<file path="src/rtl/ddsc_pkg.sv">
package ddsc_pkg;
  localparam int FRAME_BITS = 16;
  localparam int CNT_W      = $clog2(FRAME_BITS + 2);

  typedef enum logic [2:0] {
    OP_NONE,
    OP_FBUF,
    OP_FCMT,
    OP_PBUF,
    OP_PCMT,
    OP_SEL,
    OP_SYNC,
    OP_PWR
  } op_e;

  typedef struct packed {
    logic [3:0] cmd;
    logic [3:0] addr;
    logic [7:0] data;
  } frame_t;
endpackage

</file>
<file path="src/rtl/ddsc_rst_sync.sv">
module ddsc_rst_sync #(
  parameter int STAGES = 2
) (
  input  logic clk,
  input  logic arst_n,
  output logic rst_n_o
);
  logic [STAGES-1:0] chain_q;
  logic [STAGES-1:0] chain_d;

  always_comb begin
    chain_d = {chain_q[STAGES-2:0], 1'b1};
  end

  always_ff @(posedge clk or negedge arst_n) begin
    if (!arst_n) chain_q <= '0;
    else         chain_q <= chain_d;
  end

  assign rst_n_o = chain_q[STAGES-1];
endmodule

</file>
<file path="src/rtl/ddsc_spi_rx.sv">
module ddsc_spi_rx
  import ddsc_pkg::*;
#(
  parameter int SYNC_STAGES = 2
) (
  input  logic   clk,
  input  logic   rst_n,
  input  logic   sclk_i,
  input  logic   cs_n_i,
  input  logic   mosi_i,
  output logic   word_vld_o,
  output frame_t word_o
);
  logic [SYNC_STAGES-1:0] sclk_sq, sclk_sd;
  logic [SYNC_STAGES-1:0] cs_sq, cs_sd;
  logic [SYNC_STAGES-1:0] mosi_sq, mosi_sd;
  logic                   sclk_s, cs_s, mosi_s;
  logic                   sclk_prev_q, cs_prev_q;
  logic                   sclk_rise, cs_rise;
  logic [CNT_W-1:0]       cnt_q, cnt_d;
  logic [FRAME_BITS-1:0]  sh_q, sh_d;
  logic                   sh_en;
  logic                   vld_q, vld_d;

  assign sclk_s = sclk_sq[SYNC_STAGES-1];
  assign cs_s   = cs_sq[SYNC_STAGES-1];
  assign mosi_s = mosi_sq[SYNC_STAGES-1];

  always_comb begin
    sclk_sd   = {sclk_sq[SYNC_STAGES-2:0], sclk_i};
    cs_sd     = {cs_sq[SYNC_STAGES-2:0], cs_n_i};
    mosi_sd   = {mosi_sq[SYNC_STAGES-2:0], mosi_i};
    sclk_rise = sclk_s & ~sclk_prev_q;
    cs_rise   = cs_s & ~cs_prev_q;
    sh_en     = ~cs_s & sclk_rise;
    sh_d      = {sh_q[FRAME_BITS-2:0], mosi_s};
    cnt_d     = cnt_q;
    if (cs_s)
      cnt_d = '0;
    else if (sclk_rise && (cnt_q != CNT_W'(FRAME_BITS + 1)))
      cnt_d = cnt_q + 1'b1;
    vld_d = cs_rise && (cnt_q == CNT_W'(FRAME_BITS));
  end

  always_ff @(posedge clk or negedge rst_n) begin
    if (!rst_n) begin
      sclk_sq     <= '0;
      cs_sq       <= '1;
      mosi_sq     <= '0;
      sclk_prev_q <= 1'b0;
      cs_prev_q   <= 1'b1;
      cnt_q       <= '0;
      vld_q       <= 1'b0;
    end else begin
      sclk_sq     <= sclk_sd;
      cs_sq       <= cs_sd;
      mosi_sq     <= mosi_sd;
      sclk_prev_q <= sclk_s;
      cs_prev_q   <= cs_s;
      cnt_q       <= cnt_d;
      vld_q       <= vld_d;
    end
  end

  always_ff @(posedge clk or negedge rst_n) begin
    if (!rst_n)     sh_q <= '0;
    else if (sh_en) sh_q <= sh_d;
  end

  assign word_vld_o = vld_q;
  assign word_o     = frame_t'(sh_q);


  idle_cnt_chk: assert property (@(posedge clk) disable iff (!rst_n)
    cs_s |=> (cnt_q == '0));


  word_stable_chk: assert property (@(posedge clk) disable iff (!rst_n)
    vld_q |-> $stable(sh_q));
endmodule

</file>
<file path="src/rtl/ddsc_decode.sv">
module ddsc_decode
  import ddsc_pkg::*;
(
  input  logic       vld_i,
  input  frame_t     frm_i,
  output op_e        op_o,
  output logic [4:0] ctl_o,
  output logic [7:0] data_o
);
  logic unused_addr_lsb;

  assign unused_addr_lsb = frm_i.addr[0];
  assign ctl_o  = {frm_i.cmd[1:0], frm_i.addr[3:1]};
  assign data_o = frm_i.data;

  always_comb begin
    op_o = OP_NONE;
    if (vld_i) begin
      unique casez (frm_i.cmd)
        4'h3:    op_o = OP_FBUF;
        4'h2:    op_o = frm_i.addr[3] ? OP_NONE : OP_FCMT;
        4'h1:    op_o = OP_PBUF;
        4'h0:    op_o = frm_i.addr[3] ? OP_PCMT : OP_NONE;
        4'h6:    op_o = OP_SEL;
        4'b10??: op_o = OP_SYNC;
        4'b11??: op_o = OP_PWR;
        default: op_o = OP_NONE;
      endcase
    end
  end
endmodule

</file>
<file path="src/rtl/ddsc_regfile.sv">
module ddsc_regfile
  import ddsc_pkg::*;
#(
  parameter int FREQ_W    = 32,
  parameter int PHASE_W   = 12,
  parameter int NUM_FREQ  = 2,
  parameter int NUM_PHASE = 4
) (
  input  logic                                 clk,
  input  logic                                 rst_n,
  input  op_e                                  op_i,
  input  logic [4:0]                           ctl_i,
  input  logic [7:0]                           data_i,
  output logic [NUM_FREQ-1:0][FREQ_W-1:0]      freq_o,
  output logic [NUM_PHASE-1:0][PHASE_W-1:0]    phase_o,
  output logic                                 fsel_o,
  output logic [1:0]                           psel_o,
  output logic                                 sync_o,
  output logic                                 src_o,
  output logic [2:0]                           pwr_o
);
  localparam int PHI_W = PHASE_W - 8;

  logic [7:0] fbuf_q, pbuf_q;
  logic       fbuf_en, pbuf_en;
  logic [NUM_FREQ-1:0][FREQ_W-1:0]   freq_q;
  logic [NUM_PHASE-1:0][PHASE_W-1:0] phase_q;
  logic       sel_en, sync_en, pwr_en;
  logic       fsel_q;
  logic [1:0] psel_q;
  logic       sync_q, src_q;
  logic [2:0] pwr_q;

  always_comb begin
    fbuf_en = (op_i == OP_FBUF);
    pbuf_en = (op_i == OP_PBUF);
    sel_en  = (op_i == OP_SEL);
    sync_en = (op_i == OP_SYNC);
    pwr_en  = (op_i == OP_PWR);
  end

  always_ff @(posedge clk or negedge rst_n) begin
    if (!rst_n) begin
      fbuf_q <= '0;
      pbuf_q <= '0;
    end else begin
      if (fbuf_en) fbuf_q <= data_i;
      if (pbuf_en) pbuf_q <= data_i;
    end
  end

  for (genvar gi = 0; gi < NUM_FREQ; gi++) begin : g_freq
    logic              wr;
    logic [FREQ_W-1:0] nxt;
    always_comb begin
      wr  = (op_i == OP_FCMT) && (int'(ctl_i[1]) == gi);
      nxt = freq_q[gi];
      nxt[int'(ctl_i[0])*16 +: 16] = {fbuf_q, data_i};
    end
    always_ff @(posedge clk or negedge rst_n) begin
      if (!rst_n)  freq_q[gi] <= '0;
      else if (wr) freq_q[gi] <= nxt;
    end
  end

  for (genvar gp = 0; gp < NUM_PHASE; gp++) begin : g_phase
    logic               wr;
    logic [PHASE_W-1:0] nxt;
    always_comb begin
      wr  = (op_i == OP_PCMT) && (int'(ctl_i[1:0]) == gp);
      nxt = {pbuf_q[PHI_W-1:0], data_i};
    end
    always_ff @(posedge clk or negedge rst_n) begin
      if (!rst_n)  phase_q[gp] <= '0;
      else if (wr) phase_q[gp] <= nxt;
    end
  end

  always_ff @(posedge clk or negedge rst_n) begin
    if (!rst_n) begin
      fsel_q <= 1'b0;
      psel_q <= 2'b00;
      sync_q <= 1'b0;
      src_q  <= 1'b0;
      pwr_q  <= 3'b111;
    end else begin
      if (sel_en) begin
        fsel_q <= ctl_i[2];
        psel_q <= ctl_i[1:0];
      end
      if (sync_en) begin
        sync_q <= ctl_i[4];
        src_q  <= ctl_i[3];
      end
      if (pwr_en) pwr_q <= ctl_i[4:2];
    end
  end

  assign freq_o  = freq_q;
  assign phase_o = phase_q;
  assign fsel_o  = fsel_q;
  assign psel_o  = psel_q;
  assign sync_o  = sync_q;
  assign src_o   = src_q;
  assign pwr_o   = pwr_q;


  tune_hold_chk: assert property (@(posedge clk) disable iff (!rst_n)
    (op_i != OP_FCMT) |=> $stable(freq_q));


  other_half_chk: assert property (@(posedge clk) disable iff (!rst_n)
    (op_i == OP_FCMT && ctl_i[0] == 1'b0) |=>
      (freq_q[$past(ctl_i[1])][FREQ_W-1:16] == $past(freq_q[ctl_i[1]][FREQ_W-1:16])));


  phase_hold_chk: assert property (@(posedge clk) disable iff (!rst_n)
    (op_i != OP_PCMT) |=> $stable(phase_q));


  pwr_upd_chk: assert property (@(posedge clk) disable iff (!rst_n)
    (op_i == OP_PWR) |=> (pwr_q == $past(ctl_i[4:2])));


  ctrl_hold_chk: assert property (@(posedge clk) disable iff (!rst_n)
    (op_i == OP_NONE) |=> ($stable(pwr_q) && $stable(psel_q) && $stable(fsel_q)
                           && $stable(sync_q) && $stable(src_q)));
endmodule

</file>
<file path="src/rtl/dds_cmd_if.sv">
module dds_cmd_if
  import ddsc_pkg::*;
#(
  parameter int SYNC_STAGES = 2,
  parameter int FREQ_W      = 32,
  parameter int PHASE_W     = 12,
  parameter int NUM_FREQ    = 2,
  parameter int NUM_PHASE   = 4
) (
  input  logic                           clk,
  input  logic                           rst_n,
  input  logic                           spi_sclk,
  input  logic                           spi_cs_n,
  input  logic                           spi_mosi,
  output logic [NUM_FREQ*FREQ_W-1:0]     freq_words_o,
  output logic [NUM_PHASE*PHASE_W-1:0]   phase_words_o,
  output logic                           freq_sel_o,
  output logic [1:0]                     phase_sel_o,
  output logic                           sync_o,
  output logic                           src_sel_o,
  output logic                           sleep_o,
  output logic                           core_rst_o,
  output logic                           clear_o
);
  logic       srst_n;
  logic       word_vld;
  frame_t     word;
  op_e        op;
  logic [4:0] ctl;
  logic [7:0] data;
  logic [2:0] pwr;
  logic [NUM_FREQ-1:0][FREQ_W-1:0]   freq;
  logic [NUM_PHASE-1:0][PHASE_W-1:0] phase;

  ddsc_rst_sync #(.STAGES(2)) u_rst (
    .clk     (clk),
    .arst_n  (rst_n),
    .rst_n_o (srst_n)
  );

  ddsc_spi_rx #(.SYNC_STAGES(SYNC_STAGES)) u_rx (
    .clk        (clk),
    .rst_n      (srst_n),
    .sclk_i     (spi_sclk),
    .cs_n_i     (spi_cs_n),
    .mosi_i     (spi_mosi),
    .word_vld_o (word_vld),
    .word_o     (word)
  );

  ddsc_decode u_dec (
    .vld_i  (word_vld),
    .frm_i  (word),
    .op_o   (op),
    .ctl_o  (ctl),
    .data_o (data)
  );

  ddsc_regfile #(
    .FREQ_W    (FREQ_W),
    .PHASE_W   (PHASE_W),
    .NUM_FREQ  (NUM_FREQ),
    .NUM_PHASE (NUM_PHASE)
  ) u_regs (
    .clk     (clk),
    .rst_n   (srst_n),
    .op_i    (op),
    .ctl_i   (ctl),
    .data_i  (data),
    .freq_o  (freq),
    .phase_o (phase),
    .fsel_o  (freq_sel_o),
    .psel_o  (phase_sel_o),
    .sync_o  (sync_o),
    .src_o   (src_sel_o),
    .pwr_o   (pwr)
  );

  assign freq_words_o  = freq;
  assign phase_words_o = phase;
  assign sleep_o       = pwr[2];
  assign core_rst_o    = pwr[1];
  assign clear_o       = pwr[0];
endmodule

</file>
<file path="config.mk">
export PLATFORM = sky130hd
export DESIGN_NAME = dds_cmd_if
export DESIGN_NICKNAME = d
export VERILOG_FILES = /design/src/rtl/ddsc_pkg.sv /design/src/rtl/ddsc_rst_sync.sv /design/src/rtl/ddsc_spi_rx.sv /design/src/rtl/ddsc_decode.sv /design/src/rtl/ddsc_regfile.sv /design/src/rtl/dds_cmd_if.sv
export SDC_FILE = /design/constraint.sdc
export NUM_CORES = 1
export LEC_CHECK = 0
export CAP_MARGIN = 20
export CORE_AREA = 8 8 144 146
export DETAILED_ROUTE_END_ITERATION = 10
export DIE_AREA = 0 0 152 154
export DONT_BUFFER_PORTS = 1
export HOLD_SLACK_MARGIN = 0.1
export SETUP_SLACK_MARGIN = 0.4
export SYNTH_ARGS = -nofsm -noshare
export SYNTH_HDL_FRONTEND = slang
export SYNTH_SLANG_ARGS = --single-unit
</file>
<file path="constraint.sdc">
create_clock -name clk -period 15.4 [get_ports clk]
set_clock_uncertainty 0.2 [all_clocks]
set_input_delay 2.31 -clock clk [delete_from_list [all_inputs] [get_ports clk]]
set_output_delay 2.31 -clock clk [all_outputs]
set_load 0.01 [all_outputs]
</file>
==> impl_metrics.csv, run 1 <==
group,metric,value,unit
clocking,cts_tree,"yes",
synthesis,synth.net_count,395,
sta,fin_tns_setup,0,ns
layout,drive_gt1_frac,0.501,
routing,wirelength,13.7,mm
sta,slew_viol_final,0,
synthesis,synth-async-reset-ratio,1.00,
synthesis,yosys_warnings,0,
clocking,cts_buffers,17,
sta,finalHoldViolCount,0,
synthesis,synth-seq-area-share,0.652,
critical_path,reg2regPathDepth,3,
placement,detailedPlacementHpwl,9.32,mm
synthesis,yosysUniqueCellTypes,32,
die,start_util,0.342,
critical_path,cp.arrival,0.98,ns
placement,dpl_cell_area,0.00651,mm^2
die,dieWidth,152,um
synthesis,synth_cells,387,
clocking,postCtsHoldBufs,1,
placement,port_buffers,0,
global_route,vias_in_the_first_global_route,3464,
synthesis,ys_dominant_reg_cell,"sky130_fd_sc_hd__dfrtp_1",
global_route,initial_antenna_violation_count,0,
placement,gp_routability_congestion,0.716,
sta,setup_repair_after_global_routing_missed_its_margin,"no",
routing,detailedRoute.firstIterationViolations,86,
clocking,ctsLongestPathBuffers,2,
critical_path,timing.critical_path.depth,0,
routing,vias,3174,
clocking,postCtsSetupBuffers,0,
sta,clock.fmax,0.287,GHz
sta,minimum_clock_period_after_layout,3.49,ns
clocking,clock_sinks,164,
critical_path,path_class,"reg2out",
critical_path,setup.worst_path.end_class,"output pin",
routing,drt.antenna.violating_nets,0,
routing,drt-wirelength-per-cell,21.5,um
layout,antennaDiodeCount,0,
sta,slew_headroom,0.404,
die,io-pin-count,125,
critical_path,worstReg2RegStart,"u_rx.word_o[13]",
sta,setup_viol_count_final,0,
run,cap_violations,0,
die,design.die.area,0.0234,mm^2
layout,final_nets,399,
layout,flow.area_growth_from_synthesis,12.8,%
min_path,worst_hold_path_class,"reg2async",
clocking,cts-htree-levels,4,
sta,slew_at_the_pin_closest_to_its_max_slew_limit,0.892,ns
clocking,post_cts.resized_instances,0,
global_route,grt_start_max_net_pins,82,
critical_path,worst_setup_path_startpoint,"u_regs.pwr_o[2]",
critical_path,critPathMaxFanout,2,
die,die_height,154,um
clocking,root_buffer,"sky130_fd_sc_hd__clkbuf_16",
clocking,cts.clk_slew.worst_paths,0.06,ns
pwr,max-vdd-ir-drop,77.8,uV
clocking,insertion_delay,0.42,ns
routing,post_drt_via_cell_ratio,4.98,
synthesis,syn_area,0.00631,mm^2
die,row_count,50,
sta,final.period_utilization,0.226,
synthesis,synth_area_per_cell,16.3,um^2
die,design.core.area,0.0185,mm^2
critical_path,critical_path_rt,12.89,ns
global_route,grt_overflow_total,0,
run_status,run_status,"completed",
critical_path,worst_setup_sp_type,"flip-flop",
global_route,grt_pass1_wl,21.5,mm
layout,layout.cell_area.non_filler,0.00712,mm^2
pwr,static_leakage,0.00351,uW
routing,drt_drc_violations_left,0,
pwr,cell_pwr_density,128,mW/mm^2
global_route,global_route.usage.total,0.121,
routing,detail_route.first_pass.iterations,6,
synthesis,count_of_flip_flops_with_a_built_in_enable_after_synthesis,0,
synthesis,ys_ff_latch,164,
==> Yosys cell counts, types with 3 or more instances <==
library cell / count / area (um^2)
sky130_fd_sc_hd__buf_2: 4 / 20.0
sky130_fd_sc_hd__buf_4: 3 / 22.5
sky130_fd_sc_hd__clkbuf_1: 10 / 37.5
sky130_fd_sc_hd__dfrtp_1: 158 / 3950
sky130_fd_sc_hd__dfstp_2: 6 / 158
sky130_fd_sc_hd__ha_1: 3 / 37.5
sky130_fd_sc_hd__mux2_2: 150 / 1690
sky130_fd_sc_hd__nand2b_1: 4 / 25.0
sky130_fd_sc_hd__nand3_1: 8 / 40.0
sky130_fd_sc_hd__nand3_2: 3 / 30.0
sky130_fd_sc_hd__nor2_1: 9 / 33.8
sky130_fd_sc_hd__nor2b_1: 4 / 25.0
==> cell usage in the layout, fill, tap and decap left out, drive strengths merged, types with 2 or more instances in the layout <==
| cell | netlist | final |
|---|---|---|
| dfstp | 6 | 6 |
| and4 | 2 | 2 |
| nor2 | 9 | 9 |
| o21ai | 2 | 2 |
| nor2b | 4 | 4 |
| and4b | 2 | 2 |
| buf | 10 | 5 |
| nor4b | 2 | 2 |
| inv | 2 | 6 |
| dfrtp | 158 | 158 |
| nand3b | 2 | 2 |
| mux2 | 150 | 150 |
| ha | 3 | 3 |
| clkinv | 0 | 5 |
| clkinvlp | 0 | 4 |
| nand2b | 4 | 4 |
| nand3 | 11 | 11 |
| clkbuf | 10 | 17 |
==> cells by family (layout without fill, tap and decap cells) <==
| logic type | after synthesis | count (layout) | share of synthesized area |
|---|---|---|---|
| AO/OA/AOI/OAI | 3 | 3 | 0.00238 |
| adder cells (fa/ha/maj) | 3 | 3 | 0.00595 |
| buffers and inverters | 22 | 38 | 0.0206 |
| flip-flops | 164 | 164 | 0.652 |
| multiplexers | 151 | 151 | 0.269 |
| other | 1 | 1 | 0.000594 |
| AND/OR/NAND/NOR | 43 | 43 | 0.0496 |
==> where the power goes <==
group	leakage, uW	switching, uW	internal, uW
Combinational	0.00101	13.1	12.4
Sequential	0.00224	38.1	442
Clock	0.000267	178	226
Total	0.00351	229	681
==> area by class of cell <==
type,instances,area [um^2]
tap,234,293
clock buffer,17,425
timing repair buffer,5,62.6
inverter,2,7.51
fill,1690,11300
sequential,164,4120
multi-input combinational,201,2070
clock inverter,14,149
==> routing by layer <==
| layer | track usage | share of wire | vias up |
|---|---|---|---|
| met1 | 0.138 | 0.41 | 1701 |
| li1 | - | - | 1375 |
| met4 | 0.0366 | 0.0072 | 0 |
| met5 | 0 | 0 | - |
| met3 | 0.0589 | 0.087 | 7 |
| met2 | 0.196 | 0.49 | 91 |
==> registers in the layout, summed over array words and instances, names as in the netlist, 2 cells and up <==
| register | cells |
|---|---|
| u_rx.cs_sq | 2 |
| u_rst.chain_q | 2 |
| u_regs.freq_o | 64 |
| u_regs.fbuf_q | 8 |
| u_regs.phase_o | 48 |
| u_regs.pwr_o | 3 |
| u_rx.mosi_sq | 2 |
| u_rx.sclk_sq | 2 |
| u_regs.psel_o | 2 |
| u_regs.pbuf_q | 4 |
| u_rx.cnt_q | 5 |
| u_rx.word_o | 16 |
==> worst paths after layout <==
kind / slack, ns / endpoint
setup / recovery: 11.91 / sleep_o
hold / removal: 0.1 / u_regs.phase_o[9]
setup reg to reg: 12.97 / u_regs.phase_o[1]
hold reg to reg: 0.1 / u_regs.phase_o[9]
max in group asynchronous: 13.54 / u_rst.chain_q[1]
min in group clk: 0.15 / u_rst.chain_q[1]
==> through the flow <==
step                setup WS (ns)  utilization  hold WS (ns)  instances  total power (uW)
floorplan                   10.30            -         0.131        387               493
global placement            12.35        0.353        0.0457        604               513
detailed placement          12.35        0.353        0.0545        604               515
CTS                         11.88        0.385         0.109        636               927
global route                11.87        0.386         0.123        637               952
finish                      11.91        0.386        0.0982        637               910
(Power assumes the default switching activity.)
==> run 2, diff against run 1 <==
Settings changed: ABC_AREA set to 1, CORE_AREA 8 8 144 146 to 8 8 146 148, DIE_AREA 0 0 152 154 to 0 0 154 156.
Clock period 15.4 ns to 3.4 ns, I/O delays scaled along.
==> run 2 against run 1 <==
  * Flip-flop and latch count unchanged
  * Clock-buffer cell count increased by 6
  * Hold slack improved by 0.057 ns
  * Largest power group unchanged
  * Die area increased by 2.6%
  * Core utilization decreased by 0.15 points
  * Synthesized area increased by 3.6%
  * Worst setup slack got worse by 11 ns
  * Critical path type is now reg2reg
  * Critical endpoint is now u_regs.phase_o[26]
==> impl_metrics.csv, run 2 <==
group,metric,value,unit
run_status,run_status,"completed",
routing,vias,4684,
critical_path,worst_setup_sp_type,"flip-flop",
die,die_height,156,um
routing,post_drt_via_cell_ratio,5.11,
die,design.die.area,0.0240,mm^2
sta,minimum_clock_period_after_layout,2.51,ns
synthesis,yosys.cell_count.top_type,"sky130_fd_sc_hd__nand2_1",
min_path,hold-path-cell-count,0,
routing,detail_route.first_pass.iterations,5,
sta,final.period_utilization,0.738,
clocking,root_buffer,"sky130_fd_sc_hd__clkbuf_16",
routing,drt_drc_violations_left,0,
die,dieWidth,154,um
layout,layout.cells.most_common_list,"sky130_fd_sc_hd__nand2_1, sky130_fd_sc_hd__dfrtp_1, sky130_fd_sc_hd__nand4_1",
die,io-pin-count,125,
run,cap_violations,0,
critical_path,critPathMaxFanout,20,
critical_path,worst_setup_path_startpoint,"u_rx.word_o[13]",
sta,setup_repair_after_global_routing_missed_its_margin,"no",
synthesis,synth-async-reset-ratio,1.00,
min_path,timing.hold.worst_endpoint,"u_rx.cs_sq[1]",
clocking,cts_tree,"yes",
die,row_count,51,
placement,detailedPlacementHpwl,11.8,mm
routing,wirelength,17.7,mm
layout,layout.cells.most_common,"sky130_fd_sc_hd__nand2_1",
critical_path,timing.rr.end,"u_regs.phase_o[26]",
critical_path,reg2regPathDepth,8,
layout,postLayoutCoreUtil,0.384,
layout,antennaDiodeCount,0,
synthesis,ys_dominant_reg_cell,"sky130_fd_sc_hd__dfrtp_1",
synthesis,synth.largest_area_cell,"sky130_fd_sc_hd__dfrtp_1",
clocking,cts_buffers,17,
pwr,static_leakage,0.00365,uW
min_path,worst_hold_path_class,"reg2reg",
layout,register_area,0.00412,mm^2
clocking,cts.clk_slew.worst_paths,0.07,ns
synthesis,ys_ff_latch,164,
sta,finalHoldViolCount,0,
synthesis,synth-seq-area-share,0.629,
layout,final_nets,673,
critical_path,timing.reg2reg.setup_slack,0.89,ns
critical_path,worstReg2RegStart,"u_rx.word_o[13]",
synthesis,yosys_warnings,0,
clocking,clock_sinks,164,
clocking,postCtsSetupBuffers,0,
routing,detailroute.wirelength.met3,2.19,mm
global_route,vias_in_the_first_global_route,4525,
layout,multi_input_combinational_cell_area,0.00209,mm^2
synthesis,synth_largest_type_area_fraction,0.605,
clocking,insertion_delay,0.42,ns
layout,layout.cell_area.non_filler,0.00733,mm^2
synthesis,synth_area_per_cell,9.74,um^2
synthesis,syn_area,0.00654,mm^2
critical_path,path_class,"reg2reg",
sta,setup_viol_count_final,0,
synthesis,synth.net_count,679,
placement,dpl_cell_area,0.00669,mm^2
die,start_util,0.343,
synthesis,synth.top_cells.by_area,"sky130_fd_sc_hd__dfrtp_1, sky130_fd_sc_hd__nand2_1, sky130_fd_sc_hd__nand4_1",
critical_path,setup.worst_path.end_class,"flip-flop",
sta,slew_headroom,0.347,
critical_path,critical_path_rt,3.53,ns
sta,slew_at_the_pin_closest_to_its_max_slew_limit,0.977,ns
layout,number_of_flip_flops_under_the_largest_register_name,64,
global_route,grt_start_max_net_pins,67,
pwr,max-vdd-ir-drop,386,uV
routing,drt-wirelength-per-cell,19.3,um
placement,port_buffers,0,
routing,route.met2.wl,7.60,mm
min_path,startpoint_of_the_worst_hold_path,"u_rx.cs_sq[0]",
routing,top_signal_layer_used,"met4",
global_route,global_route.usage.total,0.149,
critical_path,cp.arrival,2.64,ns
clocking,cts-htree-levels,4,
global_route,grt_overflow_total,0,
clocking,ctsLongestPathBuffers,2,
layout,flow.area_growth_from_synthesis,12.1,%
global_route,initial_antenna_violation_count,0,
routing,met1Wirelength,7.69,mm
synthesis,most_frequent_cells_after_synthesis,"sky130_fd_sc_hd__nand2_1, sky130_fd_sc_hd__dfrtp_1, sky130_fd_sc_hd__nand4_1",
sta,fin_tns_setup,0,ns
layout,fillers,1865,
sta,clock.fmax,0.399,GHz
synthesis,synth_cells,671,
synthesis,yosysUniqueCellTypes,29,
die,design.core.area,0.0191,mm^2
routing,drt.antenna.violating_nets,0,
placement,gp_routability_congestion,0.776,
global_route,grt_pass1_wl,27.5,mm
sta,slew_viol_final,0,
layout,drive_gt1_frac,0.102,
pwr,cell_pwr_density,594,mW/mm^2
routing,detailedRoute.firstIterationViolations,387,
synthesis,count_of_flip_flops_with_a_built_in_enable_after_synthesis,0,
run 2: final cells by class:
cell class / count / area share
clock buffers: 23 / 0.0679
clock inverters: 9 / 0.0128
inverters: 24 / 0.0123
multi-input cells: 444 / 0.286
flip-flops and latches: 164 / 0.561
well taps: 238 / 0.0406
repair buffers: 14 / 0.0195
run 2: worst max-delay path: stages (launching register included):
cell and delay (ns):
sky130_fd_sc_hd__dfrtp_1 0.43, sky130_fd_sc_hd__inv_2 0.08, sky130_fd_sc_hd__a21oi_1 0.14, sky130_fd_sc_hd__nand2_1 0.10, sky130_fd_sc_hd__nand2_2 0.12, sky130_fd_sc_hd__nand2_2 0.06, sky130_fd_sc_hd__nor2_2 0.47, sky130_fd_sc_hd__nand2_1 0.49
sky130_fd_sc_hd__o21ai_0 0.31
run 2: per-stage QoR:
stage          std cells  setup WS (ns)  power [uW]  hold WS [ns]
3_5_place_dp         879          0.940        2480        0.0145
4_1_cts              916          0.896        4400         0.157
3_3_place_gp         879          0.986        2480        0.0145
6_report             916          0.891        4350         0.155
2_1_floorplan        671          0.492        2320        0.0144
5_1_grt              916          0.656        4520         0.162
run 2: kinds of logic after synthesis:
logic type,share of synthesized area
xor gates and xnor gates,0.00134
buffers and inverters,0.0517
adders and majority gates,0.00574
other,0.000574
and+or+nand+nor,0.248
DFF,0.629
AOI/OAI and AO/OA,0.0637
run 2: power breakdown:
part           total, uW  internal (uW)  leakage, uW  switching, uW
clock network       1900           1110     0.000286            785
registers           2110           2000      0.00224            105
logic                349           62.6      0.00112            286
run 2: worst max path at each step:
| stage | endpoint | slack [ns] | depth (start not counted) |
|---|---|---|---|
| final | u_regs.phase_o[26] | 0.89 | 8 |
| after detailed placement | u_regs.phase_o[25] | 0.94 | 7 |
| after global placement | u_regs.phase_o[24] | 0.99 | 8 |
| after CTS | u_regs.phase_o[26] | 0.90 | 7 |
| after floorplan | u_regs.fbuf_q[0] | 0.49 | 0 |
| after global routing | u_regs.phase_o[26] | 0.66 | 8 |
run 2: what timing repair did:
item	CTS	global route
resized for setup	0	0
hold buffers	5	0
endpoints found under the hold margin	5	0
run 2: routing by layer:
metal,global-route usage,up-vias
met5,0,-
met4,0.0425,0
met2,0.217,173
met1,0.192,2280
met3,0.0751,10
li1,-,2221
